$ cat src/rtl/rtc_core_pkg.sv
package rtc_core_pkg;

   typedef logic [7:0] bcd8_t;

   // Register indices (software-visible order)
   localparam logic [3:0] IDX_SUB  = 4'd0;
   localparam logic [3:0] IDX_SEC  = 4'd1;
   localparam logic [3:0] IDX_MIN  = 4'd2;
   localparam logic [3:0] IDX_HOUR = 4'd3;
   localparam logic [3:0] IDX_WDAY = 4'd4;
   localparam logic [3:0] IDX_DAY  = 4'd5;
   localparam logic [3:0] IDX_MON  = 4'd6;
   localparam logic [3:0] IDX_YEAR = 4'd7;
   localparam logic [3:0] IDX_CENT = 4'd8;
   localparam logic [3:0] IDX_STAT = 4'd14;
   localparam logic [3:0] IDX_CTRL = 4'd15;

   // Bit positions inside the two control bytes
   localparam int CTRL_RUN = 0;
   localparam int CTRL_CLR = 1;
   localparam int CTRL_ADJ = 2;
   localparam int CTRL_EN  = 3;
   localparam int STAT_IE  = 4;
   localparam int STAT_CF  = 7;

   function automatic bcd8_t bcd_next(bcd8_t v);
      if (v[3:0] == 4'd9) return {v[7:4] + 4'd1, 4'd0};
      return {v[7:4], v[3:0] + 4'd1};
   endfunction

   // Divisible by 4: an odd tens digit contributes 2 modulo 4
   function automatic logic bcd_leap(bcd8_t yr);
      if (yr[4]) return (yr[3:0] == 4'd2) || (yr[3:0] == 4'd6);
      return (yr[3:0] == 4'd0) || (yr[3:0] == 4'd4) || (yr[3:0] == 4'd8);
   endfunction

   function automatic bcd8_t days_in_month(bcd8_t mon, bcd8_t yr);
      if (mon == 8'h02) return bcd_leap(yr) ? 8'h29 : 8'h28;
      if (mon == 8'h04 || mon == 8'h06 || mon == 8'h09 || mon == 8'h11) return 8'h30;
      return 8'h31;
   endfunction

   // Field slot order: sec, min, hour, wday, day, mon, year, century
   function automatic bcd8_t field_min(int slot);
      return (slot == 4 || slot == 5) ? 8'h01 : 8'h00;
   endfunction

   function automatic bcd8_t field_max_fixed(int slot);
      case (slot)
         0, 1:    return 8'h59;
         2:       return 8'h23;
         3:       return 8'h06;
         5:       return 8'h12;
         default: return 8'h99;
      endcase
   endfunction

endpackage

$ cat src/rtl/rtc_tick_div.sv
module rtc_tick_div
   import rtc_core_pkg::*;
#(
   parameter int unsigned PRESCALE = 512,
   parameter int unsigned SUB_MOD  = 64,
   localparam int unsigned SUB_W   = (SUB_MOD > 2) ? $clog2(SUB_MOD) : 1
) (
   input  logic             clk,
   input  logic             rst_n,
   input  logic             run,
   input  logic             tick_en,
   input  logic             clr,
   output logic [SUB_W-1:0] sub_cnt,
   output logic             sec_step
);

   localparam int unsigned PRE_W = (PRESCALE > 2) ? $clog2(PRESCALE) : 1;

   if (PRESCALE < 2) begin : g_bad_pre
      $error("rtc_tick_div: PRESCALE must be at least 2");
   end
   if (SUB_MOD < 2 || SUB_MOD > 256) begin : g_bad_sub
      $error("rtc_tick_div: SUB_MOD must lie in 2..256");
   end

   logic [PRE_W-1:0] pre_q;
   logic             pre_last, sub_last, adv;

   assign pre_last = (pre_q == PRE_W'(PRESCALE - 1));
   assign sub_last = (sub_cnt == SUB_W'(SUB_MOD - 1));
   assign adv      = run & tick_en & ~clr;
   assign sec_step = adv & pre_last & sub_last;

   always_ff @(posedge clk or negedge rst_n) begin
      if (!rst_n) begin
         pre_q   <= '0;
         sub_cnt <= '0;
      end else if (clr) begin
         pre_q   <= '0;
         sub_cnt <= '0;
      end else if (adv) begin
         if (pre_last) begin
            pre_q   <= '0;
            sub_cnt <= sub_last ? '0 : sub_cnt + SUB_W'(1);
         end else begin
            pre_q <= pre_q + PRE_W'(1);
         end
      end
   end

   p_stop_r7: assert property (@(posedge clk) disable iff (!rst_n)
      (!run && !clr) |=> $stable(sub_cnt));
   p_clear_r8: assert property (@(posedge clk) disable iff (!rst_n)
      clr |=> (sub_cnt == '0));
   p_wrap_r2: assert property (@(posedge clk) disable iff (!rst_n)
      sec_step |=> (sub_cnt == '0));

endmodule

$ cat src/rtl/rtc_bcd_field.sv
module rtc_bcd_field
   import rtc_core_pkg::*;
#(
   parameter bcd8_t MIN_VAL = 8'h00,
   parameter bcd8_t RST_VAL = 8'h00
) (
   input  logic  clk,
   input  logic  rst_n,
   input  logic  inc,
   input  logic  load,
   input  bcd8_t load_val,
   input  bcd8_t wrap_max,
   output bcd8_t value
);

   always_ff @(posedge clk or negedge rst_n) begin
      if (!rst_n)    value <= RST_VAL;
      else if (load) value <= load_val;
      else if (inc)  value <= (value == wrap_max) ? MIN_VAL : bcd_next(value);
   end

   p_hold_r12: assert property (@(posedge clk) disable iff (!rst_n)
      (!inc && !load) |=> $stable(value));
   p_load_r12: assert property (@(posedge clk) disable iff (!rst_n)
      load |=> (value == $past(load_val)));
   p_step_r3: assert property (@(posedge clk) disable iff (!rst_n)
      (inc && !load && value != wrap_max) |=> (value != $past(value)));

endmodule

$ cat src/rtl/rtc_bcd_clock.sv
module rtc_bcd_clock
   import rtc_core_pkg::*;
#(
   parameter int unsigned PRESCALE   = 512,
   parameter int unsigned SUB_MOD    = 64,
   parameter bit          YEAR4      = 1'b1,
   parameter bcd8_t       CENT_RESET = 8'h20
) (
   input  logic       clk,
   input  logic       rst_n,
   input  logic       tick_en,
   input  logic       bus_wr,
   input  logic [3:0] bus_addr,
   input  logic [7:0] bus_wdata,
   output logic [7:0] bus_rdata,
   output logic       carry_irq
);

   localparam int unsigned NUM_F = YEAR4 ? 8 : 7;
   localparam int unsigned SUB_W = (SUB_MOD > 2) ? $clog2(SUB_MOD) : 1;

   if (CENT_RESET[3:0] > 4'd9 || CENT_RESET[7:4] > 4'd9) begin : g_bad_cent
      $error("rtc_bcd_clock: CENT_RESET must be packed BCD");
   end

   // Control state
   logic run_q, en_q, ie_q, cf_q;
   logic wr_ctrl, wr_stat, clr_req, adj_req, run;

   assign wr_ctrl = bus_wr & (bus_addr == IDX_CTRL);
   assign wr_stat = bus_wr & (bus_addr == IDX_STAT);
   assign clr_req = wr_ctrl & bus_wdata[CTRL_CLR];
   assign adj_req = wr_ctrl & bus_wdata[CTRL_ADJ];
   assign run     = run_q & en_q;

   logic [SUB_W-1:0] sub_cnt;
   logic             sec_step;

   rtc_tick_div #(.PRESCALE(PRESCALE), .SUB_MOD(SUB_MOD)) u_div (
      .clk      (clk),
      .rst_n    (rst_n),
      .run      (run),
      .tick_en  (tick_en),
      .clr      (clr_req),
      .sub_cnt  (sub_cnt),
      .sec_step (sec_step)
   );

   // Field chain
   bcd8_t            fval  [NUM_F];
   bcd8_t            fmax  [NUM_F];
   bcd8_t            flval [NUM_F];
   logic [NUM_F-1:0] finc, fload;
   logic [NUM_F-2:0] fcarry;

   for (genvar i = 0; i < NUM_F; i++) begin : g_field
      localparam bcd8_t MINV = field_min(i);
      localparam bcd8_t RSTV = (i == 7) ? CENT_RESET : MINV;

      if (i == 4) begin : g_dmax
         assign fmax[i] = days_in_month(fval[5], fval[6]);
      end else begin : g_fmax
         assign fmax[i] = field_max_fixed(i);
      end

      if (i == 0) begin : g_inc_sec
         assign finc[i] = sec_step & ~adj_req;
      end else if (i == 1) begin : g_inc_min
         assign finc[i] = fcarry[0] | (adj_req & (fval[0] >= 8'h30));
      end else begin : g_inc_chain
         assign finc[i] = fcarry[i-1];
      end

      // Weekday sits beside the chain: it forwards the hours carry to the day
      if (i == 3) begin : g_cy_pass
         assign fcarry[i] = finc[i];
      end else if (i < NUM_F - 1) begin : g_cy
         assign fcarry[i] = finc[i] & (fval[i] == fmax[i]);
      end

      if (i == 0) begin : g_ld_sec
         assign fload[i] = (bus_wr & (bus_addr == IDX_SEC)) | adj_req;
         assign flval[i] = adj_req ? 8'h00 : bus_wdata;
      end else begin : g_ld
         assign fload[i] = bus_wr & (bus_addr == 4'(i + 1));
         assign flval[i] = bus_wdata;
      end

      rtc_bcd_field #(.MIN_VAL(MINV), .RST_VAL(RSTV)) u_field (
         .clk      (clk),
         .rst_n    (rst_n),
         .inc      (finc[i]),
         .load     (fload[i]),
         .load_val (flval[i]),
         .wrap_max (fmax[i]),
         .value    (fval[i])
      );
   end

   bcd8_t cent_rd;
   if (YEAR4) begin : g_cent
      assign cent_rd = fval[NUM_F-1];
   end else begin : g_nocent
      assign cent_rd = 8'h00;
   end

   // Control registers
   always_ff @(posedge clk or negedge rst_n) begin
      if (!rst_n) begin
         run_q <= 1'b0;
         en_q  <= 1'b0;
         ie_q  <= 1'b0;
         cf_q  <= 1'b0;
      end else begin
         if (wr_ctrl) begin
            run_q <= bus_wdata[CTRL_RUN];
            en_q  <= bus_wdata[CTRL_EN];
         end
         if (wr_stat) ie_q <= bus_wdata[STAT_IE];
         if (sec_step)                             cf_q <= 1'b1;
         else if (wr_stat && !bus_wdata[STAT_CF])  cf_q <= 1'b0;
      end
   end

   assign carry_irq = cf_q & ie_q;

   always_comb begin
      bus_rdata = 8'h00;
      case (bus_addr)
         IDX_SUB:  bus_rdata = 8'(sub_cnt);
         IDX_SEC:  bus_rdata = fval[0];
         IDX_MIN:  bus_rdata = fval[1];
         IDX_HOUR: bus_rdata = fval[2];
         IDX_WDAY: bus_rdata = fval[3];
         IDX_DAY:  bus_rdata = fval[4];
         IDX_MON:  bus_rdata = fval[5];
         IDX_YEAR: bus_rdata = fval[6];
         IDX_CENT: bus_rdata = cent_rd;
         IDX_STAT: begin
            bus_rdata[STAT_CF] = cf_q;
            bus_rdata[STAT_IE] = ie_q;
         end
         IDX_CTRL: begin
            bus_rdata[CTRL_RUN] = run_q;
            bus_rdata[CTRL_EN]  = en_q;
         end
         default:  bus_rdata = 8'h00;
      endcase
   end

   p_cf_set_r10: assert property (@(posedge clk) disable iff (!rst_n)
      sec_step |=> cf_q);
   p_cf_rise_r10: assert property (@(posedge clk) disable iff (!rst_n)
      $rose(cf_q) |-> $past(sec_step));
   p_irq_off_r11: assert property (@(posedge clk) disable iff (!rst_n)
      (wr_stat && !bus_wdata[STAT_IE]) |=> !carry_irq);
   p_adjust_r9: assert property (@(posedge clk) disable iff (!rst_n)
      adj_req |=> (fval[0] == 8'h00));
   p_frozen_r7: assert property (@(posedge clk) disable iff (!rst_n)
      !run |-> !sec_step);

endmodule

$ cat config.mk
export PLATFORM = sky130hd
export DESIGN_NAME = rtc_bcd_clock
export DESIGN_NICKNAME = d
export VERILOG_FILES = /design/src/rtl/rtc_core_pkg.sv /design/src/rtl/rtc_tick_div.sv /design/src/rtl/rtc_bcd_field.sv /design/src/rtl/rtc_bcd_clock.sv
export SDC_FILE = /design/constraint.sdc
export NUM_CORES = 1
export LEC_CHECK = 0
export ABC_CLOCK_PERIOD_IN_PS = 8420
export CORE_ASPECT_RATIO = 1.4
export CORE_MARGIN = 3
export CORE_UTILIZATION = 50
export DETAILED_ROUTE_END_ITERATION = 10
export PLACE_DENSITY = 0.68
export SYNTH_ARGS = -nofsm -noshare
export SYNTH_HDL_FRONTEND = slang
export SYNTH_SLANG_ARGS = --single-unit
$ cat constraint.sdc
create_clock -name clk -period 8.42 [get_ports clk]
set_clock_uncertainty 0.2 [all_clocks]
set_input_delay 1.684 -clock clk [delete_from_list [all_inputs] [get_ports clk]]
set_output_delay 1.684 -clock clk [all_outputs]
set_load 0.01 [all_outputs]
# Yosys cells after proc, flatten, opt, wreduce, memory -nomap -nowiden
# Index checks and enable logic that the tools add are counted.
# word_totals
register_bits,83
input_bits,16
word_cells,239
# op_classes
n_addsub,18
n_lt_le_gt_ge,1
eq_ne,37
mux,93
n_bitwise,30
n_reduce_logical,38
# op_table
op,count
$mux W8,45
$add A4 B1 Y4 const B,16
$eq A4 B4 Y1 const B,12
$pmux W2 S9,2
$mux W1,35
$pmux W1 S10,3
$mux W9,3
$and A1 B1 Y1,26
$eq A4 B3 Y1 const B,6
$eq A8 B3 Y1 const B,3
$mux W6,4
$reduce_bool A3 Y1,8
$reduce_bool A2 Y1,11
$reduce_and A2 Y1,9
$eq A8 B5 Y1 const B,2
$eq A8 B7 Y1 const B,2
$eq A8 B8 Y1 const B,2
$eq A4 B2 Y1 const B,3
$add A9 B1 Y9 const B,1
$eq A9 B9 Y1 const B,1
$pmux W1 S9,1
$eq A8 B2 Y1 const B,1
$eq A8 B4 Y1 const B,1
$eq A8 B6 Y1 const B,1
11 further kinds,19

# Longest topological paths before layout
# Gate-level depths: netlist of the first run.
# logic_depth
ltp_word,21
depth_mapped,12

# Cells and area by module
# A second synthesis of the first run with hierarchy kept.
# hier_totals
cells_unflattened,897
hier_area_um2,7473.4
# by_module_without_submodules
module,n_inst,cells_each,area_each_um2,seq_area_each_um2
rtc_bcd_field (g_field[0].u_field ...),5,73,623.1,200.2
rtc_bcd_field (g_field[4].u_field ...),2,84,730.7,201.4
rtc_bcd_clock,1,202,1428.9,100.1
rtc_tick_div,1,89,843.3,375.4
rtc_bcd_field (g_field[7].u_field),1,73,624.3,201.4

# Worst setup path before layout of the first run
# Ideal clock, no wire load.
# synth_timing
path_type,input to output
start,in bus_addr[2]
end,out bus_rdata[3]
t_arrival_ns,3.106
required_time_ns,6.536
setup_slack_ns,3.430
cell_stages,7
path_cell_list,clkbuf_1 clkbuf_1 clkbuf_1 mux2i_1 nor3_1 a211oi_1 nand3_1
# synth_via
elab_chain_cells,2
elab_cells_between_ends,11
# synth_lines
item,line_no,source
"start, declared",rtc_bcd_clock.sv:13,"input logic [3:0] bus_addr,"
"$eq A4 B4 Y1, or another cell as far along",rtc_bcd_clock.sv:129,case (bus_addr)
$pmux W1 S10 *,rtc_bcd_clock.sv:129,
"end, declared",rtc_bcd_clock.sv:15,"output logic [7:0] bus_rdata,"
# Every way passes the cells marked *; elsewhere a longest branch is shown, timed or not.

# Worst setup path after layout of the first run
# layout_timing
start,in bus_addr[1]
end,out bus_rdata[1]
# layout_via
elab_chain_cells,2
elab_cells_between_ends,10
# layout_lines
item,line_no
"$eq A4 B4 Y1, or another cell as far along",rtc_bcd_clock.sv:129
$pmux W2 S9 *,rtc_bcd_clock.sv:129
# Marks and branches as above.

==> results of run 1 <==
[flip-flops by register name (all words and copies together), names as in the netlist]
register,flops
u_div.sub_cnt,6
run_q,1
g_field.u_field.value,64
ie_q,1
cf_q,1
en_q,1
u_div.pre_q,9
[per-stage QoR]
stage	instance area, µm²	power [W]	hold slack [ns]
5_1_grt	6800	0.00137	0.373
4_1_cts	6790	0.00129	0.339
3_3_place_gp	6510	0.000891	0.315
3_5_place_dp	6510	0.000908	0.330
6_report	6800	0.00130	0.331
2_1_floorplan	6210	0.000779	0.281
[layout make-up]
type / instances / share of cell area
Multi-Input combinational cell: 616 / 0.568
Sequential cell: 83 / 0.306
Timing Repair Buffer: 32 / 0.0438
Clock buffer: 13 / 0.0383
Tap cell: 147 / 0.0271
Inverter: 24 / 0.0133
Clock inverter: 3 / 0.00331
[per-layer routing]
| layer | track usage | vias up | wire [µm] |
|---|---|---|---|
| met1 | 0.375 | 2890 | 8030 |
| li1 | - | 2830 | - |
| met4 | 0.154 | 0 | 1060 |
| met5 | 0 | - | 0 |
| met3 | 0.0433 | 65 | 1150 |
| met2 | 0.451 | 227 | 9140 |
[how the worst min path moves through the flow]
stage                     slack (ns)  depth (start not counted)                      endpoint                          from
after global placement          0.32                          2    u_div.pre_q[1]$_DFFE_PN0P_    u_div.pre_q[1]$_DFFE_PN0P_
final                           0.33                          2    u_div.pre_q[8]$_DFFE_PN0P_    u_div.pre_q[8]$_DFFE_PN0P_
after CTS                       0.34                          2    u_div.pre_q[8]$_DFFE_PN0P_    u_div.pre_q[8]$_DFFE_PN0P_
after detailed placement        0.33                          2    u_div.pre_q[8]$_DFFE_PN0P_    u_div.pre_q[8]$_DFFE_PN0P_
after floorplan                 0.28                          2              cf_q$_DFFE_PN0P_              cf_q$_DFFE_PN0P_
after global routing            0.37                          1  u_div.sub_cnt[5]$_DFFE_PN0P_  u_div.sub_cnt[5]$_DFFE_PN0P_
[placed cells by master (no fill, tap or decap), types with 6 or more instances in the layout]
cell             Yosys  layout
and3_1              14      14
mux2i_1              9       9
mux2_2               9       9
and2_1              11      11
o21ai_0             46      46
nand2b_1            12      12
a21oi_1             46      46
a22oi_1             17      17
o211ai_1             6       6
a221oi_1             7       7
nand3_1             44      44
xnor2_1              6       6
nor4_1               7       7
ha_1                30      30
nand3b_1            11      11
o31ai_1             16      16
nor2_1              74      74
clkbuf_16            0       9
xor2_1               7       7
inv_1               24      24
buf_4                1       8
nor3b_1              9       9
nand4_1             10      10
a31oi_1             14      14
clkdlybuf4s50_1      0      23
nor2b_1             11      11
dfrtp_1             80      80
a211oi_1            10      10
nand2_1             85      85
nor3_1              22      22
a22o_1               7       7
[worst max-delay path, stage by stage]
cell,delay (ns)
clkdlybuf4s50_1,0.90
nor4b_1,1.17
a222oi_1,0.28
nand2_1,0.14
clkdlybuf4s50_1,0.54
[power by group]
group / leakage, nW / switching, W / internal, W
registers: 1.02 / 0.000128 / 0.000473
clock network: 0.128 / 0.000171 / 0.000217
logic: 1.58 / 0.000168 / 0.000139
[cell families (layout without fill, tap and decap cells)]
family | Yosys count | after routing | share of synthesized area
fa+ha+maj | 30 | 30 | 0.0604
buf+inv | 69 | 72 | 0.0435
xor+xnor | 13 | 13 | 0.0183
compound gates | 211 | 211 | 0.228
flops | 83 | 83 | 0.335
simple gates | 344 | 344 | 0.284
mux | 18 | 18 | 0.0308
==> results.sh, run 1 <==
export IMPL_max_freq_mhz=151
export IMPL_vias=6012
export IMPL_routed_via_density=6.55
export IMPL_drv_slew=0
export IMPL_grt_overflow_total=0
export IMPL_cp_required_ns=6.54
export IMPL_cp_end_kind="output pin"
export IMPL_dpl_hpwl_um=13900
export IMPL_grt_max_degree=46
export IMPL_cts_buffers=9
export IMPL_worstReg2RegStart="u_div.pre_q[3]$_DFFE_PN0P_"
export IMPL_pre_cts_ws_ns=1.95
export IMPL_setup_tns_final_ns=0
export IMPL_wl_um=19400
export IMPL_port_buffer_count=24
export IMPL_syn_avg_cell_area_um2=8.09
export IMPL_drt_pass1_iterations=5
export IMPL_drc=0
export IMPL_finish_utilization=0.567
export IMPL_antenna_found_initial=0
export IMPL_drtIter0Drc=556
export IMPL_core_um2=12000
export IMPL_synth_largest_area_cell="dfrtp_1"
export IMPL_setup_viol=0
export IMPL_yosysMostFrequentCell="nand2_1"
export IMPL_cap_violations=0
export IMPL_fin_crit_sh=0.786
export IMPL_ir_worst_vdd_mv=0.0968
export IMPL_htree_num_levels=3
export IMPL_layout_drive_gt1_share=0.0610
export IMPL_synth_async_reset_ratio=1.00
export IMPL_clockBufferDepth=2
export IMPL_critPathCapture="bus_rdata[1]"
export IMPL_synth_distinct_cells=71
export IMPL_nNetsFinal=812
export IMPL_synthFlopType="dfrtp_1"
export IMPL_reg2reg_depth=11
export IMPL_hold_viol=0
export IMPL_area_growth_pct=9.41
export IMPL_relSlewSlack=0.229
export IMPL_tritoncts="yes"
export IMPL_tightest_slew_ns=1.14
export IMPL_clock_sinks=83
export IMPL_layout_setup_ws_ns=1.80
export IMPL_grt_pass1_wl_um=30300
export IMPL_regArea_um2=2080
export IMPL_synth_edf_count=0
export IMPL_clkLatencyLatePin_ns=0.35
export IMPL_clkSlewWorstSetupHoldPaths_ns=0.06
export IMPL_track_usage=0.285
export IMPL_fill_cells=1156
export IMPL_period_minus_slack_ns=6.62
export IMPL_yosysSeqAreaShare=0.335
export IMPL_post_cts_buffers=0
export IMPL_synth_common_cells="85 x nand2_1, 80 x dfrtp_1, 74 x nor2_1, 46 x a21oi_1, 46 x o21ai_0"
export IMPL_root_buffer="clkbuf_16"
export IMPL_die_area_um2=13800
export IMPL_multiInputGateArea_um2=3860
export IMPL_crit_arrival_ns=4.73
export IMPL_cts_hold_buf=0
export IMPL_synth_top_area_frac=0.322
export IMPL_rrSetupSlack_ns=4.54
export IMPL_ctsResizeCount=0
export IMPL_synth_warnings=0
export IMPL_die_y_um=138
export IMPL_drtAntennaViolNets=0
export IMPL_critPathLaunch="bus_addr[1]"
export IMPL_insertedDiodeCount=0
export IMPL_synth_cells=768
export IMPL_power_density_nw_per_um2=191
export IMPL_rsz0062_at_grt="false"
export IMPL_hold_path_class="flip-flop to flip-flop"
export IMPL_synth_area_leaders="dfrtp_1 32%, ha_1 6.0%, nand2_1 5.1%"
export IMPL_dp_cells=901
export IMPL_r2r_end="g_field[7].u_field.value[3]$_DFFE_PN0P_"
export IMPL_p_leak_nw=2.72
export IMPL_synth_nets=814
export IMPL_synth_seq_cells=83
export IMPL_critPathMaxFanout=25
export IMPL_wl_per_cell_um=21.1
export IMPL_pin_count=25
export IMPL_start_util=0.518
export IMPL_netlist_area_um2=6210
export IMPL_rows=47
export IMPL_gp_congestion=0.952
export IMPL_path_class="input port to output pin"
export IMPL_die_w_um=100
export IMPL_grt_pass1_vias=5543
export IMPL_final_cell_count_no_fill=918
export IMPL_run_status="complete, no violations"
export IMPL_start_kind="input port"
Note: power is estimated with default switching activity, not from simulation.
==> inputs of run 2 (changes only) <==
- ABC_CLOCK_PERIOD_IN_PS: 8420 -> 5700
- PLACE_DENSITY: 0.68 -> 0.7
- clock period: 8.42 -> 5.7 ns (I/O delays scaled with it)
==> results.sh, run 2 (synthesis results as in run 1) <==
export IMPL_wl_um=19800
export IMPL_drc=0
export IMPL_drv_slew=0
export IMPL_final_cell_count_no_fill=921
export IMPL_drt_pass1_iterations=5
export IMPL_clockBufferDepth=2
export IMPL_clkLatencyLatePin_ns=0.35
export IMPL_rows=47
export IMPL_hold_path_class="flip-flop to flip-flop"
export IMPL_area_growth_pct=10.9
export IMPL_grt_pass1_wl_um=31500
export IMPL_cap_violations=0
export IMPL_cts_hold_buf=0
export IMPL_final_area_um2=6890
export IMPL_grt_overflow_total=0
export IMPL_crit_arrival_ns=3.73
export IMPL_ctsResizeCount=0
export IMPL_nNetsFinal=815
export IMPL_fill_cells=1101
export IMPL_routed_via_density=6.69
export IMPL_period_minus_slack_ns=5.07
export IMPL_pin_count=25
export IMPL_max_flop_register="g_field.u_field.value"
export IMPL_path_class="input port to output pin"
export IMPL_htree_num_levels=3
export IMPL_max_freq_mhz=197
export IMPL_tightest_slew_ns=1.12
export IMPL_vias=6157
export IMPL_finish_utilization=0.574
export IMPL_crit_family="buffers and inverters"
export IMPL_post_cts_buffers=0
export IMPL_p_leak_nw=2.78
export IMPL_rrSetupSlack_ns=2.03
export IMPL_drtIter0Drc=584
export IMPL_grt_pass1_vias=5898
export IMPL_cts_buffers=9
export IMPL_run_status="complete, no violations"
export IMPL_tritoncts="yes"
export IMPL_r2r_end="g_field[7].u_field.value[3]$_DFFE_PN0P_"
export IMPL_start_util=0.518
export IMPL_relSlewSlack=0.245
export IMPL_insertedDiodeCount=0
export IMPL_start_kind="input port"
export IMPL_clock_sinks=83
export IMPL_worstReg2RegStart="u_div.pre_q[0]$_DFFE_PN0P_"
export IMPL_min_from="u_div.pre_q[5]$_DFFE_PN0P_"
export IMPL_critPathMaxFanout=13
export IMPL_power_w=0.00203
export IMPL_setup_viol=0
export IMPL_cp_end_kind="output pin"
export IMPL_clkSlewWorstSetupHoldPaths_ns=0.07
export IMPL_fin_crit_sh=0.890
export IMPL_reg2reg_depth=11
export IMPL_power_density_nw_per_um2=295
export IMPL_largest_reg_flops=64
export IMPL_port_buffer_count=24
export IMPL_rsz0062_at_grt="false"
export IMPL_worstPathCellList="clkdlybuf4s50_1, buf_4, nor2b_1, a22oi_1, a211oi_1, a221o_1, clkdlybuf4s50_1"
export IMPL_ir_worst_vdd_mv=0.182
export IMPL_worst_path_buf_inv=3
export IMPL_setup_tns_final_ns=0
export IMPL_gp_congestion=0.950
export IMPL_final_cell_mix="85 x nand2_1, 80 x dfrtp_1, 74 x nor2_1, 46 x o21ai_0, 46 x a21oi_1"
export IMPL_postPlaceCellArea_um2=6540
export IMPL_die_y_um=138
export IMPL_cp_required_ns=4.36
export IMPL_crit_slowest_cell="clkdlybuf4s50_1"
export IMPL_hold_end="u_div.pre_q[5]$_DFFE_PN0P_"
export IMPL_wl_per_cell_um=21.5
export IMPL_crit_top_cell="clkdlybuf4s50_1"
export IMPL_drtAntennaViolNets=0
export IMPL_whs_path_depth=2
export IMPL_hold_viol=0
export IMPL_root_buffer="clkbuf_16"
export IMPL_layout_commonest_cell="nand2_1"
export IMPL_antenna_found_initial=0
export IMPL_dp_cells=905
export IMPL_grt_max_degree=50
export IMPL_max_stage_delay_ns=0.80
export IMPL_dpl_hpwl_um=14200
export IMPL_die_w_um=100
export IMPL_track_usage=0.294
export IMPL_die_area_um2=13800
export IMPL_core_um2=12000
export IMPL_layout_drive_gt1_share=0.0672
export IMPL_reg_top3="g_field.u_field.value x64, u_div.pre_q x9, u_div.sub_cnt x6"
-- run 2: layout make-up --
type / count / area [µm²] / share of cell area
Clock buffer: 10 / 239 / 0.0347
Inverter: 24 / 90.1 / 0.0131
Sequential cell: 83 / 2080 / 0.302
Multi-Input combinational cell: 616 / 3860 / 0.561
Timing Repair Buffer: 35 / 320 / 0.0465
Clock inverter: 6 / 113 / 0.0163
Tap cell: 147 / 184 / 0.0267
-- run 2: per-stage QoR --
stage,setup slack (ns),hold slack (ns)
floorplan,1.80,0.281
global placement,0.744,0.319
detailed placement,0.704,0.322
CTS,0.671,0.341
global route,0.512,0.370
finish,0.626,0.339
-- run 2: how the worst max path moves through the flow --
stage,start,endpoint,slack (ns),cells past startpoint
6_report,bus_addr[1],bus_rdata[6],0.63,7
2_1_floorplan,bus_addr[2],bus_rdata[3],1.80,7
5_1_grt,bus_addr[1],bus_rdata[6],0.51,7
3_3_place_gp,bus_addr[1],bus_rdata[6],0.74,7
3_5_place_dp,bus_addr[1],bus_rdata[6],0.70,7
4_1_cts,bus_addr[1],bus_rdata[6],0.67,7
-- run 2: tightest hold or removal path, delay by kind of cell, from the launching register on --
family | cells | cell delay (ns)
flip-flops | 1 | 0.35
XOR/XNOR | 1 | 0.07
AND/OR/NAND/NOR | 1 | 0.07
-- run 2: per-layer routing --
layer	share of wire	vias to the layer above	global-route usage
li1	-	2830	-
met1	0.41	2985	0.370
met2	0.47	274	0.484
met3	0.071	68	0.0574
met4	0.049	0	0.140
met5	0	-	0
-- run 2: power by group --
part / switching, W / internal (W) / total (W)
Sequential: 0.000190 / 0.000699 / 0.000889
Clock: 0.000247 / 0.000441 / 0.000688
Combinational: 0.000251 / 0.000207 / 0.000458
Total: 0.000688 / 0.00135 / 0.00203
